<file path="src/rtl/pcm_scale_pkg.sv">
package pcm_scale_pkg;
  localparam int SAMPLE_W_DEF = 16;
  localparam int GAIN_W_DEF   = 8;

  typedef enum logic [1:0] {
    GAIN_MUTE  = 2'd0,
    GAIN_FRAC  = 2'd1,
    GAIN_UNITY = 2'd2
  } gain_kind_e;

  // Sort a gain code into its three behaviours
  function automatic gain_kind_e classify_gain(input logic [GAIN_W_DEF-1:0] code);
    if (code == '0)      return GAIN_MUTE;
    else if (code == '1) return GAIN_UNITY;
    else                 return GAIN_FRAC;
  endfunction
endpackage

</file>
<file path="src/rtl/pcm_gain_reg.sv">
module pcm_gain_reg #(
  parameter int GAIN_W = 8
) (
  input  logic              clk,
  input  logic              rst_n,
  input  logic              wr_en,
  input  logic [GAIN_W-1:0] wr_data,
  output logic [GAIN_W-1:0] gain_code
);
  localparam logic [GAIN_W-1:0] GAIN_RESET = '1;

  logic [GAIN_W-1:0] gain_q;
  logic              gain_load;

  assign gain_load = wr_en;

  always_ff @(posedge clk) begin
    if (!rst_n)         gain_q <= GAIN_RESET;
    else if (gain_load) gain_q <= wr_data;
  end

  assign gain_code = gain_q;


  gain_write_lands_chk: assert property (@(posedge clk) disable iff (!rst_n)
    wr_en |=> gain_code == $past(wr_data));

  gain_holds_chk: assert property (@(posedge clk) disable iff (!rst_n)
    !wr_en |=> $stable(gain_code));
endmodule

</file>
<file path="src/rtl/pcm_scale_lane.sv">
module pcm_scale_lane
  import pcm_scale_pkg::*;
#(
  parameter int SAMPLE_W = 16,
  parameter int GAIN_W   = 8
) (
  input  logic                       clk,
  input  logic                       rst_n,
  input  logic                       cap_en,
  input  logic                       stage_v,
  input  logic signed [SAMPLE_W-1:0] sample_in,
  input  logic        [GAIN_W-1:0]   gain_in,
  output logic signed [SAMPLE_W-1:0] sample_out
);
  localparam int MULT_W = GAIN_W + 2;           // code+1 with a zero sign bit
  localparam int PROD_W = SAMPLE_W + MULT_W;

  // Scale one sample: mute, exact bypass, or (code+1)/256 rounding down
  function automatic logic signed [SAMPLE_W-1:0] scale_sample(
    input logic signed [SAMPLE_W-1:0] x,
    input logic        [GAIN_W-1:0]   code
  );
    logic        [MULT_W-1:0] mult_u;
    logic signed [PROD_W-1:0] prod;
    logic signed [PROD_W-1:0] shifted;
    mult_u  = {2'b00, code} + MULT_W'(1);
    prod    = PROD_W'(x) * $signed(PROD_W'(mult_u));
    shifted = prod >>> GAIN_W;
    case (classify_gain(code))
      GAIN_MUTE:  return '0;
      GAIN_UNITY: return x;
      default:    return shifted[SAMPLE_W-1:0];
    endcase
  endfunction

  logic signed [SAMPLE_W-1:0] s1_sample;
  logic        [GAIN_W-1:0]   s1_gain;
  logic signed [SAMPLE_W-1:0] s2_sample;
  logic signed [SAMPLE_W-1:0] scaled;

  // Stage 1: sample and its gain travel together
  always_ff @(posedge clk) begin
    if (!rst_n) begin
      s1_sample <= '0;
      s1_gain   <= '1;
    end else if (cap_en) begin
      s1_sample <= sample_in;
      s1_gain   <= gain_in;
    end
  end

  assign scaled = scale_sample(s1_sample, s1_gain);

  // Stage 2: result register, held between beats
  always_ff @(posedge clk) begin
    if (!rst_n)       s2_sample <= '0;
    else if (stage_v) s2_sample <= scaled;
  end

  assign sample_out = s2_sample;


  mute_zero_chk: assert property (@(posedge clk) disable iff (!rst_n)
    (stage_v && s1_gain == '0) |=> sample_out == '0);

  unity_exact_chk: assert property (@(posedge clk) disable iff (!rst_n)
    (stage_v && s1_gain == '1) |=> sample_out == $past(s1_sample));

  out_hold_chk: assert property (@(posedge clk) disable iff (!rst_n)
    !stage_v |=> $stable(sample_out));

  frac_no_sign_flip_chk: assert property (@(posedge clk) disable iff (!rst_n)
    (stage_v && s1_sample >= 0) |=> sample_out >= 0);
endmodule

</file>
<file path="src/rtl/pcm_scale_out.sv">
module pcm_scale_out
  import pcm_scale_pkg::*;
#(
  parameter int SAMPLE_W = SAMPLE_W_DEF,
  parameter int GAIN_W   = GAIN_W_DEF
) (
  input  logic                clk,
  input  logic                rst_n,
  input  logic                gain_we,
  input  logic [GAIN_W-1:0]   gain_wdata,
  input  logic                in_valid,
  input  logic [SAMPLE_W-1:0] in_left,
  input  logic [SAMPLE_W-1:0] in_right,
  output logic                out_valid,
  output logic [SAMPLE_W-1:0] out_left,
  output logic [SAMPLE_W-1:0] out_right
);
  localparam int NUM_CH = 2;

  logic [GAIN_W-1:0]   gain_code;
  logic                v_stage1;
  logic                v_stage2;
  logic [SAMPLE_W-1:0] ch_in  [NUM_CH];
  logic [SAMPLE_W-1:0] ch_out [NUM_CH];

  pcm_gain_reg #(.GAIN_W(GAIN_W)) u_gain (
    .clk      (clk),
    .rst_n    (rst_n),
    .wr_en    (gain_we),
    .wr_data  (gain_wdata),
    .gain_code(gain_code)
  );

  // Shared two-stage valid pipe
  always_ff @(posedge clk) begin
    if (!rst_n) begin
      v_stage1 <= 1'b0;
      v_stage2 <= 1'b0;
    end else begin
      v_stage1 <= in_valid;
      v_stage2 <= v_stage1;
    end
  end

  assign ch_in[0] = in_left;
  assign ch_in[1] = in_right;

  // Both channels get the same gain code
  for (genvar ch = 0; ch < NUM_CH; ch++) begin : g_lane
    pcm_scale_lane #(.SAMPLE_W(SAMPLE_W), .GAIN_W(GAIN_W)) u_lane (
      .clk       (clk),
      .rst_n     (rst_n),
      .cap_en    (in_valid),
      .stage_v   (v_stage1),
      .sample_in (ch_in[ch]),
      .gain_in   (gain_code),
      .sample_out(ch_out[ch])
    );
  end

  assign out_valid = v_stage2;
  assign out_left  = ch_out[0];
  assign out_right = ch_out[1];


  latency_two_chk: assert property (@(posedge clk) disable iff (!rst_n)
    $past(in_valid) |=> out_valid);

  no_spurious_valid_chk: assert property (@(posedge clk) disable iff (!rst_n)
    !$past(in_valid) |=> !out_valid);

  reset_quiet_chk: assert property (@(posedge clk)
    !rst_n |=> (!out_valid && out_left == '0 && out_right == '0));
endmodule

</file>
<file path="config.mk">
export PLATFORM = sky130hd
export DESIGN_NAME = pcm_scale_out
export DESIGN_NICKNAME = d
export VERILOG_FILES = /design/src/rtl/pcm_scale_pkg.sv /design/src/rtl/pcm_gain_reg.sv /design/src/rtl/pcm_scale_lane.sv /design/src/rtl/pcm_scale_out.sv
export SDC_FILE = /design/constraint.sdc
export NUM_CORES = 1
export LEC_CHECK = 0
export BUFFER_PORTS_ARGS = -buffer_cell sky130_fd_sc_hd__buf_2
export CAP_MARGIN = 20
export CELL_PAD_IN_SITES_DETAIL_PLACEMENT = 1
export CELL_PAD_IN_SITES_GLOBAL_PLACEMENT = 1
export CORE_MARGIN = 3
export CORE_UTILIZATION = 45
export DETAILED_ROUTE_END_ITERATION = 10
export GPL_TIMING_DRIVEN = 0
export MAX_ROUTING_LAYER = met4
export PLACE_DENSITY = 0.83
export SETUP_SLACK_MARGIN = 0.02
export SYNTH_ARGS = -nofsm -noshare
export SYNTH_HDL_FRONTEND = slang
export SYNTH_SLANG_ARGS = --single-unit
</file>
<file path="constraint.sdc">
create_clock -name clk -period 14.89 [get_ports clk]
set_input_delay 1.489 -clock clk [delete_from_list [all_inputs] [get_ports clk]]
set_output_delay 1.489 -clock clk [all_outputs]
set_load 0.01 [all_outputs]
</file>
==> results of run 1 <==
[flip-flops by register name (all words and copies together), names as in the netlist]
register	count
g_lane.u_lane.s1_sample	32
g_lane.u_lane.s1_gain	8
v_stage1	1
g_lane.u_lane.sample_out	32
u_gain.gain_code	8
out_valid	1
[final timing paths]
check,from,endpoint,slack [ps],cells after the start
worst max-delay path,g_lane[0].u_lane.s1_gain[0],g_lane[1].u_lane.sample_out[15],5940,26
worst min-delay path,u_gain.gain_code[1],u_gain.gain_code[1],480,2
worst max register to register,g_lane[0].u_lane.s1_gain[0],g_lane[1].u_lane.sample_out[15],5940,26
worst min register to register,u_gain.gain_code[1],u_gain.gain_code[1],480,2
[cell type report]
| type | instances | area, um^2 | share of cell area [%] |
|---|---|---|---|
| clock buffers | 9 | 225 | 1.61 |
| flip-flops and latches | 82 | 1640 | 11.8 |
| well taps | 378 | 473 | 3.39 |
| clock inverters | 7 | 76.3 | 0.547 |
| inverters | 255 | 957 | 6.86 |
| multi-input cells | 989 | 9900 | 71.0 |
| repair buffers | 74 | 380 | 2.73 |
| plain buffers | 78 | 300 | 2.15 |
[stage by stage]
stage | util (%) | hold WS, ps | total power, mW | cell area [um^2] | setup slack, ps
after floorplan | - | 441 | 0.833 | 12800 | 8300
after global placement | 48.8 | 463 | 1.03 | 13600 | 6400
after detailed placement | 48.8 | 471 | 1.09 | 13600 | 6110
after CTS | 49.9 | 491 | 1.34 | 13900 | 6060
after global routing | 50.0 | 526 | 1.45 | 14000 | 5640
final | 50.0 | 485 | 1.34 | 14000 | 5940
[worst max-delay path: stages (launching register included)]
cell,delay [ps]
sky130_fd_sc_hd__dfxtp_1,360
sky130_fd_sc_hd__buf_6,160
sky130_fd_sc_hd__clkinv_1,400
sky130_fd_sc_hd__clkbuf_1,410
sky130_fd_sc_hd__ha_1,490
sky130_fd_sc_hd__clkbuf_1,650
sky130_fd_sc_hd__buf_1,500
sky130_fd_sc_hd__nand2_1,170
sky130_fd_sc_hd__fa_1,570
sky130_fd_sc_hd__inv_1,50
sky130_fd_sc_hd__fa_1,490
sky130_fd_sc_hd__inv_1,60
sky130_fd_sc_hd__fa_1,530
sky130_fd_sc_hd__inv_1,50
sky130_fd_sc_hd__fa_1,480
sky130_fd_sc_hd__inv_1,60
sky130_fd_sc_hd__fa_1,490
sky130_fd_sc_hd__inv_1,50
sky130_fd_sc_hd__ha_1,370
sky130_fd_sc_hd__nand4_1,180
sky130_fd_sc_hd__nor4b_1,670
sky130_fd_sc_hd__o21ai_0,320
sky130_fd_sc_hd__o21ai_0,480
sky130_fd_sc_hd__o41ai_1,200
sky130_fd_sc_hd__xnor2_1,330
sky130_fd_sc_hd__mux2i_1,220
sky130_fd_sc_hd__nand3_1,90
[where the power goes]
part           total [mW]  internal, mW  switching (mW)
registers           0.254         0.239          0.0157
clock network       0.244         0.120           0.124
logic               0.837         0.320           0.516
total                1.34         0.679           0.656
[cell usage in the layout (no fill, tap or decap), types with 3 or more instances in the layout]
cell / count
sky130_fd_sc_hd__inv_1: 254
sky130_fd_sc_hd__fa_1: 228
sky130_fd_sc_hd__nand2_1: 166
sky130_fd_sc_hd__and2_1: 117
sky130_fd_sc_hd__ha_1: 102
sky130_fd_sc_hd__nor2b_1: 84
sky130_fd_sc_hd__dfxtp_1: 82
sky130_fd_sc_hd__clkbuf_1: 73
sky130_fd_sc_hd__buf_2: 73
sky130_fd_sc_hd__mux2i_1: 46
sky130_fd_sc_hd__a21oi_1: 40
sky130_fd_sc_hd__xnor2_1: 37
sky130_fd_sc_hd__o21ai_0: 31
sky130_fd_sc_hd__nor2_1: 18
sky130_fd_sc_hd__xor2_1: 16
sky130_fd_sc_hd__a21o_1: 11
sky130_fd_sc_hd__nand3_1: 10
sky130_fd_sc_hd__o21bai_1: 9
sky130_fd_sc_hd__clkbuf_16: 9
sky130_fd_sc_hd__a22o_1: 7
sky130_fd_sc_hd__nor3_1: 6
sky130_fd_sc_hd__and3_1: 5
sky130_fd_sc_hd__buf_1: 4
sky130_fd_sc_hd__nand4_1: 4
sky130_fd_sc_hd__a31oi_1: 4
sky130_fd_sc_hd__a221oi_1: 3
sky130_fd_sc_hd__a32oi_1: 3
sky130_fd_sc_hd__a22oi_1: 3
sky130_fd_sc_hd__o211ai_1: 3
sky130_fd_sc_hd__inv_8: 3
[kinds of logic (layout without fill, tap and decap cells)]
logic type | count (synthesis) | after routing | share of synthesized area [%]
adder cells (fa/ha/maj) | 330 | 330 | 45.6
flip-flops | 82 | 82 | 12.8
multiplexers | 49 | 49 | 3.86
XOR/XNOR | 53 | 53 | 3.63
AO/OA/AOI/OAI | 135 | 135 | 7.24
AND/OR/NAND/NOR | 422 | 422 | 17.0
buffers and inverters | 333 | 423 | 9.83
[synth_stat cells, types with 7 or more instances]
master,n
sky130_fd_sc_hd__a22o_1,7
sky130_fd_sc_hd__fa_1,228
sky130_fd_sc_hd__xnor2_1,37
sky130_fd_sc_hd__a21oi_1,41
sky130_fd_sc_hd__dfxtp_1,82
sky130_fd_sc_hd__nand2_1,166
sky130_fd_sc_hd__clkbuf_1,73
sky130_fd_sc_hd__mux2i_1,46
sky130_fd_sc_hd__ha_1,102
sky130_fd_sc_hd__o21bai_1,9
sky130_fd_sc_hd__a21o_1,11
sky130_fd_sc_hd__nor2b_1,84
sky130_fd_sc_hd__nor2_1,18
sky130_fd_sc_hd__inv_1,254
sky130_fd_sc_hd__nand3_1,10
sky130_fd_sc_hd__and2_1,117
sky130_fd_sc_hd__xor2_1,16
sky130_fd_sc_hd__o21ai_0,31
[metal layers]
layer	wire length [um]	global-route usage, %	vias to the layer above
met4	1970	12.4	0
li1	-	-	4478
met5	0	-	-
met3	3050	4.87	130
met2	19400	46.1	434
met1	16400	35.4	5338
==> metrics.csv, run 1 <==
stage;metric;value;unit
run_status;run_status;completed;
synthesis;synth_seq_cells;82;
clock_network;max-clock-path-buffers;2;
job;max_cap_viol_count;0;
synthesis;synthDominantAreaCellType;sky130_fd_sc_hd__fa_1;
synthesis;synth_edf_count;0;
grt;globalRouteTotalUtil;28.5;%
finish;stdcell_count;1872;
clock_network;cts.repair_timing.setup_buffer_count;0;
worst_setup_path;timing.setup.critical_path_class;flip-flop to flip-flop;
synthesis;synth.yosys.seq_area_share;12.8;%
finish;layout_cell_share_with_drive_strength_beyond_1;6.83;%
clock_network;clkTransAtPathRegs;80;ps
placement;detailedPlacementHpwl;32400;um
route;totalWireLength;40800;um
clock_network;num_cts_buffers;9;
floorplanning;die-area;30500;um^2
worst_setup_path;crit_path_arrival_time;9210;ps
finish;layout-area-overhead-vs-synth;9.05;%
timing;worst-slew-pin-transition;1100;ps
grt;pin_count_of_the_biggest_net_entering_global_routing;19;
clock_network;hold_buffers;0;
synthesis;yosysWarningCount;0;
placement;io_buffers;73;
route;post-route-drc-count;0;
synthesis;avgSynthCellArea;9.11;um^2
floorplanning;placeableCoreArea;27900;um^2
clock_network;clock_latency;370;ps
route;drt_pre_antenna_iters;5;
worst_setup_path;worstPathRequired;15140;ps
route;detailroute.via_count;10400;
timing;timing.final.setup_violations;0;
route;ant_nets;0;
synthesis;synth.top_cells.by_area;sky130_fd_sc_hd__fa_1 36%, sky130_fd_sc_hd__dfxtp_1 13%, sky130_fd_sc_hd__ha_1 10%, sky130_fd_sc_hd__inv_1 7.5%, sky130_fd_sc_hd__and2_1 5.7%;
floorplanning;die_w;175;um
timing;skew;10.4;ps
synthesis;async_reset_ff_share;0;%
floorplanning;floorplan.initialDensity;45.8;%
worst_setup_path;worst_path_fanout_max;10;
min_path;hold_crit_path_type;flip-flop to flip-flop;
route;post_drt_wl_per_cell;21.8;um
route;drt_iter0_markers;798;
placement;place.gp.congestion;0.913;
floorplanning;boundaryPins;77;
grt;grt-ovfl-total;0;
grt;grt_pass1_wl;64500;um
power;power.density;95.7;nW/um^2
clock_network;clockRootBuffer;sky130_fd_sc_hd__clkbuf_16;
clock_network;clk_sink_count;82;
timing;hold_violations;0;
clock_network;cts-htree-levels;3;
worst_setup_path;worstSetupStartpointType;flip-flop;
worst_setup_path;end_kind;flip-flop;
clock_network;cts_tree;yes;
timing;fmax_achieved;112;MHz
route;route.detailed.vias_per_inst;5.54;
timing;finalMaxSlewViolations;0;
synthesis;predominant_post_synthesis_flop_cell;sky130_fd_sc_hd__dfxtp_1;
timing;timing.final.crit_share;60.1;%
synthesis;synth_top_area_share;35.7;%
timing;setup-tns-final;0;ps
grt;antenna_found_initial;1;
power;leakage;7.20;nW
clock_network;post_cts_resize_count;0;
synthesis;synth_cell_type_count;59;
finish;diodes;0;
synthesis;synthesis.nets;1778;
placement;place.detailed.instances;1855;
finish;fin_nets;1863;
floorplanning;dieHeight;175;um
synthesis;count_of_mapped_cells_out_of_synthesis;1404;
timing;finalWorstPathRequiredPeriod;8950;ps
finish;filler_instances;3359;
power;ir_worst_vdd;0.0675;mV
synthesis;netlist_area;12800;um^2
floorplanning;placementRows;61;
timing;slew_margin_rel;26.9;%
timing;grt_setup_unrepaired;false;
grt;grt_pass1_vias;11700;
Power figures use the tool's default switching activity.
==> run 2: changes to the inputs <==
--- a/config.mk
+++ b/config.mk
@@ -14,7 +14,7 @@
 export DETAILED_ROUTE_END_ITERATION = 10
 export GPL_TIMING_DRIVEN = 0
 export MAX_ROUTING_LAYER = met4
-export PLACE_DENSITY = 0.83
+export PLACE_DENSITY = 0.86
 export SETUP_SLACK_MARGIN = 0.02
 export SYNTH_ARGS = -nofsm -noshare
 export SYNTH_HDL_FRONTEND = slang
==> constraint.sdc (replaced) <==
create_clock -name clk -period 7.85 [get_ports clk]
set_input_delay 0.785 -clock clk [delete_from_list [all_inputs] [get_ports clk]]
set_output_delay 0.785 -clock clk [all_outputs]
set_load 0.01 [all_outputs]
==> run 2 against run 1 <==
Effect of this change:
- non-clock buffer count increased by 2
- worst setup slack got worse by 5700 ps
- first-iteration DRC count decreased by 5.6%
- cell area increased by 0.22%
- clock power increased by 86%
- utilization increased by 0.11 points
- flip-flop and latch count unchanged
- global-route usage increased by 0.63 points
- critical path depth decreased by 1
- sequential power increased by 90%
- combinational power increased by 92%
- via count increased by 0.52%
- critical path type unchanged
- largest power group unchanged
==> metrics.csv, run 2 (same netlist as run 1, synthesis figures left out) <==
stage;metric;value;unit;change
power;leakage;7.23;nW;+0.45%
floorplanning;placementRows;61;;unchanged
grt;grt_pass1_wl;65900;um;+2.2%
clock_network;clockRootBuffer;sky130_fd_sc_hd__clkbuf_16;;
power;power.density;182;nW/um^2;+91%
grt;grt-ovfl-total;0;;unchanged
timing;fin_worst_hold_slack;489;ps;+4.65 ps
clock_network;clock_latency;370;ps;about the same
finish;layout-area-overhead-vs-synth;9.30;%;
worst_setup_path;crit_path_arrival_time;7890;ps;-1320 ps
worst_setup_path;worst_path_fanout_max;10;;unchanged
finish;fin_nets;1865;;+0.11%
route;post-route-drc-count;0;;unchanged
route;detailroute.via_count;10400;;+0.52%
finish;final_area;14000;um^2;+0.22%
floorplanning;die_w;175;um;unchanged
route;drt_iter0_markers;753;;-5.6%
route;route.detailed.vias_per_inst;5.57;;+0.41%
floorplanning;floorplan.initialDensity;45.8;%;unchanged
placement;detailedPlacementHpwl;33100;um;+2.2%
power;power.net_switching;1.26;mW;+91%
run_status;run_status;completed;;
grt;antenna_found_initial;0;;-1
power;power.switching_fraction;49.2;%;+0.079 points
worst_setup_path;critical_path.endpoint;g_lane[1].u_lane.sample_out[15];;
worst_setup_path;timing.setup.critical_path_class;flip-flop to flip-flop;;
worst_setup_path;critical_path_depth;25;;-3.8%
timing;slew_margin_rel;32.6;%;+5.7 points
timing;finalMaxSlewViolations;0;;unchanged
power;seq_power_share;18.9;%;about the same
clock_network;cts.repair_timing.setup_buffer_count;0;;unchanged
timing;skew;7.85;ps;-2.52 ps
route;drt_pre_antenna_iters;5;;unchanged
grt;pin_count_of_the_biggest_net_entering_global_routing;16;;-3
worst_setup_path;worst-path-buf-inv;8;;-2
finish;stdcell_count;1874;;+0.11%
floorplanning;dieHeight;175;um;unchanged
min_path;hold_crit_path_type;flip-flop to flip-flop;;
finish;layout.cells.most_common;sky130_fd_sc_hd__inv_1;;
finish;diodes;0;;unchanged
power;ir_worst_vdd;0.0883;mV;+31%
clock_network;clk_sink_count;82;;unchanged
clock_network;cts_tree;yes;;
route;totalWireLength;42300;um;+3.7%
finish;layout_cell_share_with_drive_strength_beyond_1;7.69;%;+0.86 points
worst_setup_path;worstSetupStartpointType;flip-flop;;
grt;grt_pass1_vias;11900;;+1.3%
job;max_cap_viol_count;0;;unchanged
placement;place_worst_setup_slack;-955;ps;-7060 ps
floorplanning;die-area;30500;um^2;unchanged
worst_setup_path;reg2reg_slack;200;ps;-5730 ps
worst_setup_path;critical-path-top-delay-family;adder cells;;
power;fin_total_pwr;2.55;mW;+91%
grt;globalRouteTotalUtil;29.1;%;+0.63 points
worst_setup_path;end_kind;flip-flop;;
placement;dpl_cell_area;13600;um^2;about the same
power;pwr-share-comb;63.3;%;+0.6 points
timing;worst-slew-pin-transition;1010;ps;-86.2 ps
worst_setup_path;worst_path_largest_cell_delay;560;ps;-110 ps
floorplanning;boundaryPins;77;;unchanged
timing;finalWorstPathRequiredPeriod;7650;ps;-1310 ps
clock_network;cts-htree-levels;3;;unchanged
finish;final_cell_mix;254 x sky130_fd_sc_hd__inv_1, 228 x sky130_fd_sc_hd__fa_1, 166 x sky130_fd_sc_hd__nand2_1;;
worst_setup_path;rr_worst_depth;25;;-3.8%
placement;place.detailed.instances;1856;;+0.054%
clock_network;max-clock-path-buffers;2;;unchanged
timing;fmax_achieved;131;MHz;+17%
worst_setup_path;crit_path_top_delay_cell;sky130_fd_sc_hd__fa_1;;
placement;place.gp.congestion;0.902;;-1.1%
route;post_drt_wl_per_cell;22.6;um;+3.6%
worst_setup_path;crit_start;g_lane[0].u_lane.s1_gain[0];;
placement;io_buffers;73;;unchanged
worst_setup_path;r2r_end;g_lane[1].u_lane.sample_out[15];;
timing;hold_violations;0;;unchanged
power;part_of_the_power_in_the_clock_network;17.8;%;-0.5 points
clock_network;clkTransAtPathRegs;70;ps;about the same
worst_setup_path;worstReg2RegStart;g_lane[0].u_lane.s1_gain[0];;
route;ant_nets;0;;unchanged
timing;timing.final.setup_violations;0;;unchanged
timing;final.setup.worst_slack;201;ps;-5730 ps
floorplanning;placeableCoreArea;27900;um^2;unchanged
clock_network;num_cts_buffers;9;;unchanged
worst_setup_path;crit_path_frequent_cell;sky130_fd_sc_hd__fa_1;;
timing;timing.final.crit_share;97.4;%;+37 points
worst_setup_path;worstPathRequired;8100;ps;-7040 ps
power;cellInternalPower;1.30;mW;+91%
timing;grt_setup_unrepaired;false;;
run 2: how the worst min path moves through the flow:
stage | start | to | depth (start not counted) | slack [ps]
finish | u_gain.gain_code[1] | u_gain.gain_code[1] | 2 | 490
global route | g_lane[0].u_lane.sample_out[3] | g_lane[0].u_lane.sample_out[3] | 1 | 520
CTS | u_gain.gain_code[1] | u_gain.gain_code[1] | 2 | 490
detailed placement | u_gain.gain_code[1] | u_gain.gain_code[1] | 2 | 470
global placement | u_gain.gain_code[4] | u_gain.gain_code[4] | 2 | 460
floorplan | u_gain.gain_code[2] | u_gain.gain_code[2] | 2 | 440
run 2: cell type report:
class | count | area [um^2]
Timing Repair Buffer | 76 | 395
Multi-Input combinational cell | 989 | 9920
Inverter | 255 | 958
Clock buffer | 10 | 239
Sequential cell | 82 | 1640
Tap cell | 378 | 473
Fill cell | 3352 | 13900
Buffer | 78 | 315
Clock inverter | 6 | 48.8
run 2: timing repair:
item	in CTS	in global routing
hold endpoints to repair	0	0
endpoints found under the setup margin	15	6
hold buffers	0	0
gates resized for setup	8	13
run 2: worst register-to-register path, cell delays in order, from the launching register on:
cell and delay, ps:
sky130_fd_sc_hd__dfxtp_1 360, sky130_fd_sc_hd__buf_6 160, sky130_fd_sc_hd__clkinv_2 210, sky130_fd_sc_hd__clkbuf_2 330
sky130_fd_sc_hd__ha_1 510, sky130_fd_sc_hd__clkbuf_4 360, sky130_fd_sc_hd__buf_2 310, sky130_fd_sc_hd__nand2_1 120
sky130_fd_sc_hd__fa_1 560, sky130_fd_sc_hd__inv_1 60, sky130_fd_sc_hd__fa_1 490, sky130_fd_sc_hd__fa_1 500
sky130_fd_sc_hd__fa_1 490, sky130_fd_sc_hd__inv_1 50, sky130_fd_sc_hd__fa_1 480, sky130_fd_sc_hd__inv_1 40
sky130_fd_sc_hd__ha_1 350, sky130_fd_sc_hd__a221oi_1 330, sky130_fd_sc_hd__o21ai_0 130, sky130_fd_sc_hd__or2_2 320
sky130_fd_sc_hd__o21ai_1 290, sky130_fd_sc_hd__o21ai_2 140, sky130_fd_sc_hd__o41ai_2 340, sky130_fd_sc_hd__xnor2_1 270
sky130_fd_sc_hd__mux2i_1 250, sky130_fd_sc_hd__nand3_1 90
run 2: power by group through the flow:
stage | clock network (mW) | registers (mW) | logic, mW
detailed placement | 0 | 0.491 | 1.58
global route | 0.462 | 0.486 | 1.80
CTS | 0.449 | 0.482 | 1.60
floorplan | 0 | 0.489 | 1.09
global placement | 0 | 0.489 | 1.47
finish | 0.454 | 0.483 | 1.61
run 2: routing by layer:
layer / vias to the layer above / share of wire (%) / global-route usage, %
li1: 4472 / - / -
met4: 0 / 4.5 / 12.8
met3: 131 / 8.3 / 5.45
met5: - / 0 / -
met2: 482 / 48 / 47.6
met1: 5349 / 39 / 35.3
run 2: metrics by stage:
stage,utilization [%],setup TNS (ps)
final,50.1,0
after global routing,50.1,0
after CTS,49.9,0
after detailed placement,48.8,-5700
after global placement,48.8,-2970
after floorplan,-,0
==> run 3: changes to the inputs <==
--- a/config.mk
+++ b/config.mk
@@ -5,12 +5,13 @@
 export SDC_FILE = /design/constraint.sdc
 export NUM_CORES = 1
 export LEC_CHECK = 0
+export ABC_AREA = 1
 export BUFFER_PORTS_ARGS = -buffer_cell sky130_fd_sc_hd__buf_2
 export CAP_MARGIN = 20
 export CELL_PAD_IN_SITES_DETAIL_PLACEMENT = 1
 export CELL_PAD_IN_SITES_GLOBAL_PLACEMENT = 1
 export CORE_MARGIN = 3
-export CORE_UTILIZATION = 45
+export CORE_UTILIZATION = 43
 export DETAILED_ROUTE_END_ITERATION = 10
 export GPL_TIMING_DRIVEN = 0
 export MAX_ROUTING_LAYER = met4
==> run 3 against run 2 <==
Effect of this change:
- final cell count up 22%
- cell area grew 3.9%
- first-iteration DRC count grew 12%
- die area up 8.6%
- critical path type unchanged
- largest cell class unchanged
==> metrics.csv, run 3 <==
stage;metric;value;unit;change
run_status;run_status;completed;;
worst_setup_path;end_kind;flip-flop;;
worst_setup_path;crit_path_frequent_cell;sky130_fd_sc_hd__inv_1;;
worst_setup_path;crit_path_top_delay_cell;sky130_fd_sc_hd__fa_1;;
floorplanning;floorplan.initialDensity;44.2;%;-1.6 points
clock_network;hold_buffers;0;;unchanged
timing;finalWorstPathRequiredPeriod;7350;ps;-297 ps
clock_network;cts_tree;yes;;
route;totalWireLength;47000;um;+11%
worst_setup_path;critical_path_depth;30;;+20%
placement;place.gp.congestion;0.943;;+4.5%
finish;layout.cells.most_common;sky130_fd_sc_hd__nand2_1;;
synthesis;count_of_mapped_cells_out_of_synthesis;1797;;+28%
route;post_drt_wl_per_cell;20.6;um;-8.7%
timing;finalMaxSlewViolations;0;;unchanged
clock_network;cts-htree-levels;3;;unchanged
power;power.density;293;nW/um^2;+61%
clock_network;cts.repair_timing.setup_buffer_count;0;;unchanged
grt;pin_count_of_the_biggest_net_entering_global_routing;16;;unchanged
finish;final_cell_mix;408 x sky130_fd_sc_hd__nand2_1, 383 x sky130_fd_sc_hd__inv_1, 228 x sky130_fd_sc_hd__fa_1;;
worst_setup_path;worst_path_largest_cell_delay;550;ps;about the same
timing;slew_margin_rel;29.8;%;-2.8 points
clock_network;num_cts_buffers;9;;unchanged
worst_setup_path;critical-path-top-delay-family;adder cells;;
clock_network;clk_sink_count;82;;unchanged
synthesis;top_cells_by_count_synth;408 x sky130_fd_sc_hd__nand2_1, 383 x sky130_fd_sc_hd__inv_1, 228 x sky130_fd_sc_hd__fa_1, 200 x sky130_fd_sc_hd__nor2_1, 118 x sky130_fd_sc_hd__a21oi_1;;
route;drt_pre_antenna_iters;5;;unchanged
synthesis;synthesis.nets;2171;;+22%
placement;io_buffers;74;;+1.4%
synthesis;yosys.cell_count.top_type;sky130_fd_sc_hd__nand2_1;;
synthesis;synth_cell_type_count;39;;-34%
timing;timing.final.crit_share;93.7;%;-3.8 points
synthesis;netlist_area;13300;um^2;+4.1%
synthesis;synth_seq_cells;82;;unchanged
grt;grt_pass1_vias;13700;;+16%
clock_network;clockRootBuffer;sky130_fd_sc_hd__clkbuf_16;;
timing;hold_violations;0;;unchanged
finish;fin_nets;2256;;+21%
synthesis;avgSynthCellArea;7.41;um^2;-19%
route;detailroute.via_count;12500;;+20%
synthesis;synth_top_area_share;34.3;%;-1.4 points
worst_setup_path;rr_worst_depth;30;;+20%
timing;fmax_achieved;136;MHz;+4.0%
timing;timing.final.setup_violations;0;;unchanged
timing;grt_setup_unrepaired;false;;
timing;setup-tns-final;0;ps;unchanged
worst_setup_path;worst_path_fanout_max;10;;unchanged
floorplanning;placeableCoreArea;30100;um^2;+7.8%
power;fin_total_pwr;4.26;mW;+67%
clock_network;max-clock-path-buffers;2;;unchanged
floorplanning;placementRows;63;;+3.3%
finish;layout-area-overhead-vs-synth;9.10;%;
worst_setup_path;worstSetupStartpointType;flip-flop;;
synthesis;async_reset_ff_share;0;%;unchanged
placement;detailedPlacementHpwl;38200;um;+15%
clock_network;clkTransAtPathRegs;80;ps;about the same
route;ant_nets;0;;unchanged
min_path;cell_count_of_the_worst_hold_path;2;;unchanged
power;leakage;8.01;nW;+11%
min_path;hold_crit_path_type;flip-flop to flip-flop;;
worst_setup_path;crit_path_arrival_time;7600;ps;-290 ps
floorplanning;boundaryPins;77;;unchanged
grt;grt-ovfl-total;0;;unchanged
grt;grt_pass1_wl;74200;um;+12%
worst_setup_path;timing.setup.critical_path_class;flip-flop to flip-flop;;
finish;layout_cell_share_with_drive_strength_beyond_1;6.89;%;-0.80 points
power;ir_worst_vdd;0.170;mV;+92%
synthesis;synth_edf_count;0;;unchanged
timing;worst-slew-pin-transition;1050;ps;+42.2 ps
synthesis;synthDominantAreaCellType;sky130_fd_sc_hd__fa_1;;
clock_network;clock_latency;380;ps;about the same
clock_network;post_cts_resize_count;0;;-8
floorplanning;die-area;33100;um^2;+8.6%
route;route.detailed.vias_per_inst;5.50;;-1.2%
floorplanning;dieHeight;182;um;+4.2%
worst_setup_path;worst-path-buf-inv;12;;+4
finish;register_area;1640;um^2;unchanged
grt;globalRouteTotalUtil;29.8;%;+0.69 points
floorplanning;die_w;182;um;+4.2%
finish;multi_input_comb_area;9960;um^2;+0.43%
synthesis;predominant_post_synthesis_flop_cell;sky130_fd_sc_hd__dfxtp_1;;
timing;skew;18.5;ps;+10.7 ps
synthesis;synth.top_cells.by_area;sky130_fd_sc_hd__fa_1 34%, sky130_fd_sc_hd__dfxtp_1 12%, sky130_fd_sc_hd__nand2_1 11%, sky130_fd_sc_hd__inv_1 11%, sky130_fd_sc_hd__ha_1 9.6%;;
route;drt_iter0_markers;845;;+12%
grt;antenna_found_initial;0;;unchanged
job;max_cap_viol_count;0;;unchanged
synthesis;yosysWarningCount;0;;unchanged
finish;filler_instances;3900;;+16%
route;post-route-drc-count;0;;unchanged
worst_setup_path;worstPathRequired;8100;ps;about the same
synthesis;synth.yosys.seq_area_share;12.3;%;-0.50 points
run 3: cell types whose count changed after synthesis, sizes merged, moves of 9 or more:
cell / previous run / this run
a21o: 12 / 3
a21oi: 41 / 119
and2: 117 / 1
buf: 5 / 15
clkbuf: 73 / 38
inv: 254 / 392
mux2i: 46 / 0
nand2: 166 / 414
nand3: 10 / 64
nor2: 18 / 206
nor2b: 84 / 0
o21ai: 31 / 85
xnor2: 37 / 2
xor2: 16 / 4
run 3: through the flow:
| step | cells | hold slack (ps) | setup WS, ps | utilization, % | instance area (um^2) |
|---|---|---|---|---|---|
| after floorplan | 1797 | 429 | 2060 | - | 13300 |
| after detailed placement | 2261 | 451 | 236 | 47.1 | 14200 |
| after CTS | 2277 | 470 | 198 | 48.2 | 14500 |
| after global routing | 2277 | 491 | 191 | 48.3 | 14500 |
| after global placement | 2261 | 444 | 395 | 47.1 | 14200 |
| final | 2278 | 466 | 498 | 48.3 | 14500 |
run 3: logic make-up (layout without fill, tap and decap cells):
family                   after synthesis  in the layout  share of synthesized area, %
adder cells (fa/ha/maj)              330            330                          43.9
XOR/XNOR                               6              6                         0.451
other                                  0              1                             0
AO/OA/AOI/OAI                        226            226                          8.92
buffers and inverters                447            537                          12.9
flip-flops                            82             82                          12.3
AND/OR/NAND/NOR                      706            706                          21.5
run 3: routing by layer:
metal / vias up / share of wire, % / routed length (um) / GRT usage [%]
met4: 0 / 4.4 / 2080 / 12.1
li1: 5588 / - / - / -
met1: 6310 / 40 / 18600 / 36.3
met2: 511 / 48 / 22300 / 48.1
met3: 126 / 8.4 / 3950 / 6.73
met5: - / 0 / 0 / -
run 3: where the power goes:
| part | switching [mW] | internal, mW |
|---|---|---|
| Clock | 0.219 | 0.314 |
| Sequential | 0.0545 | 0.478 |
| Combinational | 2.06 | 1.13 |
run 3: final cells by class:
cell class,count,area share [%]
clock inverter,7,0.852
sequential,82,11.3
antenna,1,0.0172
timing repair buffer,74,2.55
clock buffer,9,1.55
inverter,394,10.2
multi-input combinational,1268,68.5
buffer,53,1.64
tap,390,3.36
run 3: worst register-to-register path: cells and delay by family, from the launching register on:
family / cells / cell delay (ps)
fa+ha+maj: 7 / 3360
buf+inv: 12 / 2200
simple gates: 9 / 1060
flops: 1 / 330
compound gates: 2 / 280
run 3: final timing paths:
kind | from | endpoint | slack, ps
worst min-delay path | g_lane[1].u_lane.sample_out[1] | g_lane[1].u_lane.sample_out[1] | 470
worst min register to register | g_lane[1].u_lane.sample_out[1] | g_lane[1].u_lane.sample_out[1] | 470
worst max-delay path | g_lane[0].u_lane.s1_gain[0] | g_lane[1].u_lane.sample_out[12] | 500
worst max register to register | g_lane[0].u_lane.s1_gain[0] | g_lane[1].u_lane.sample_out[12] | 500
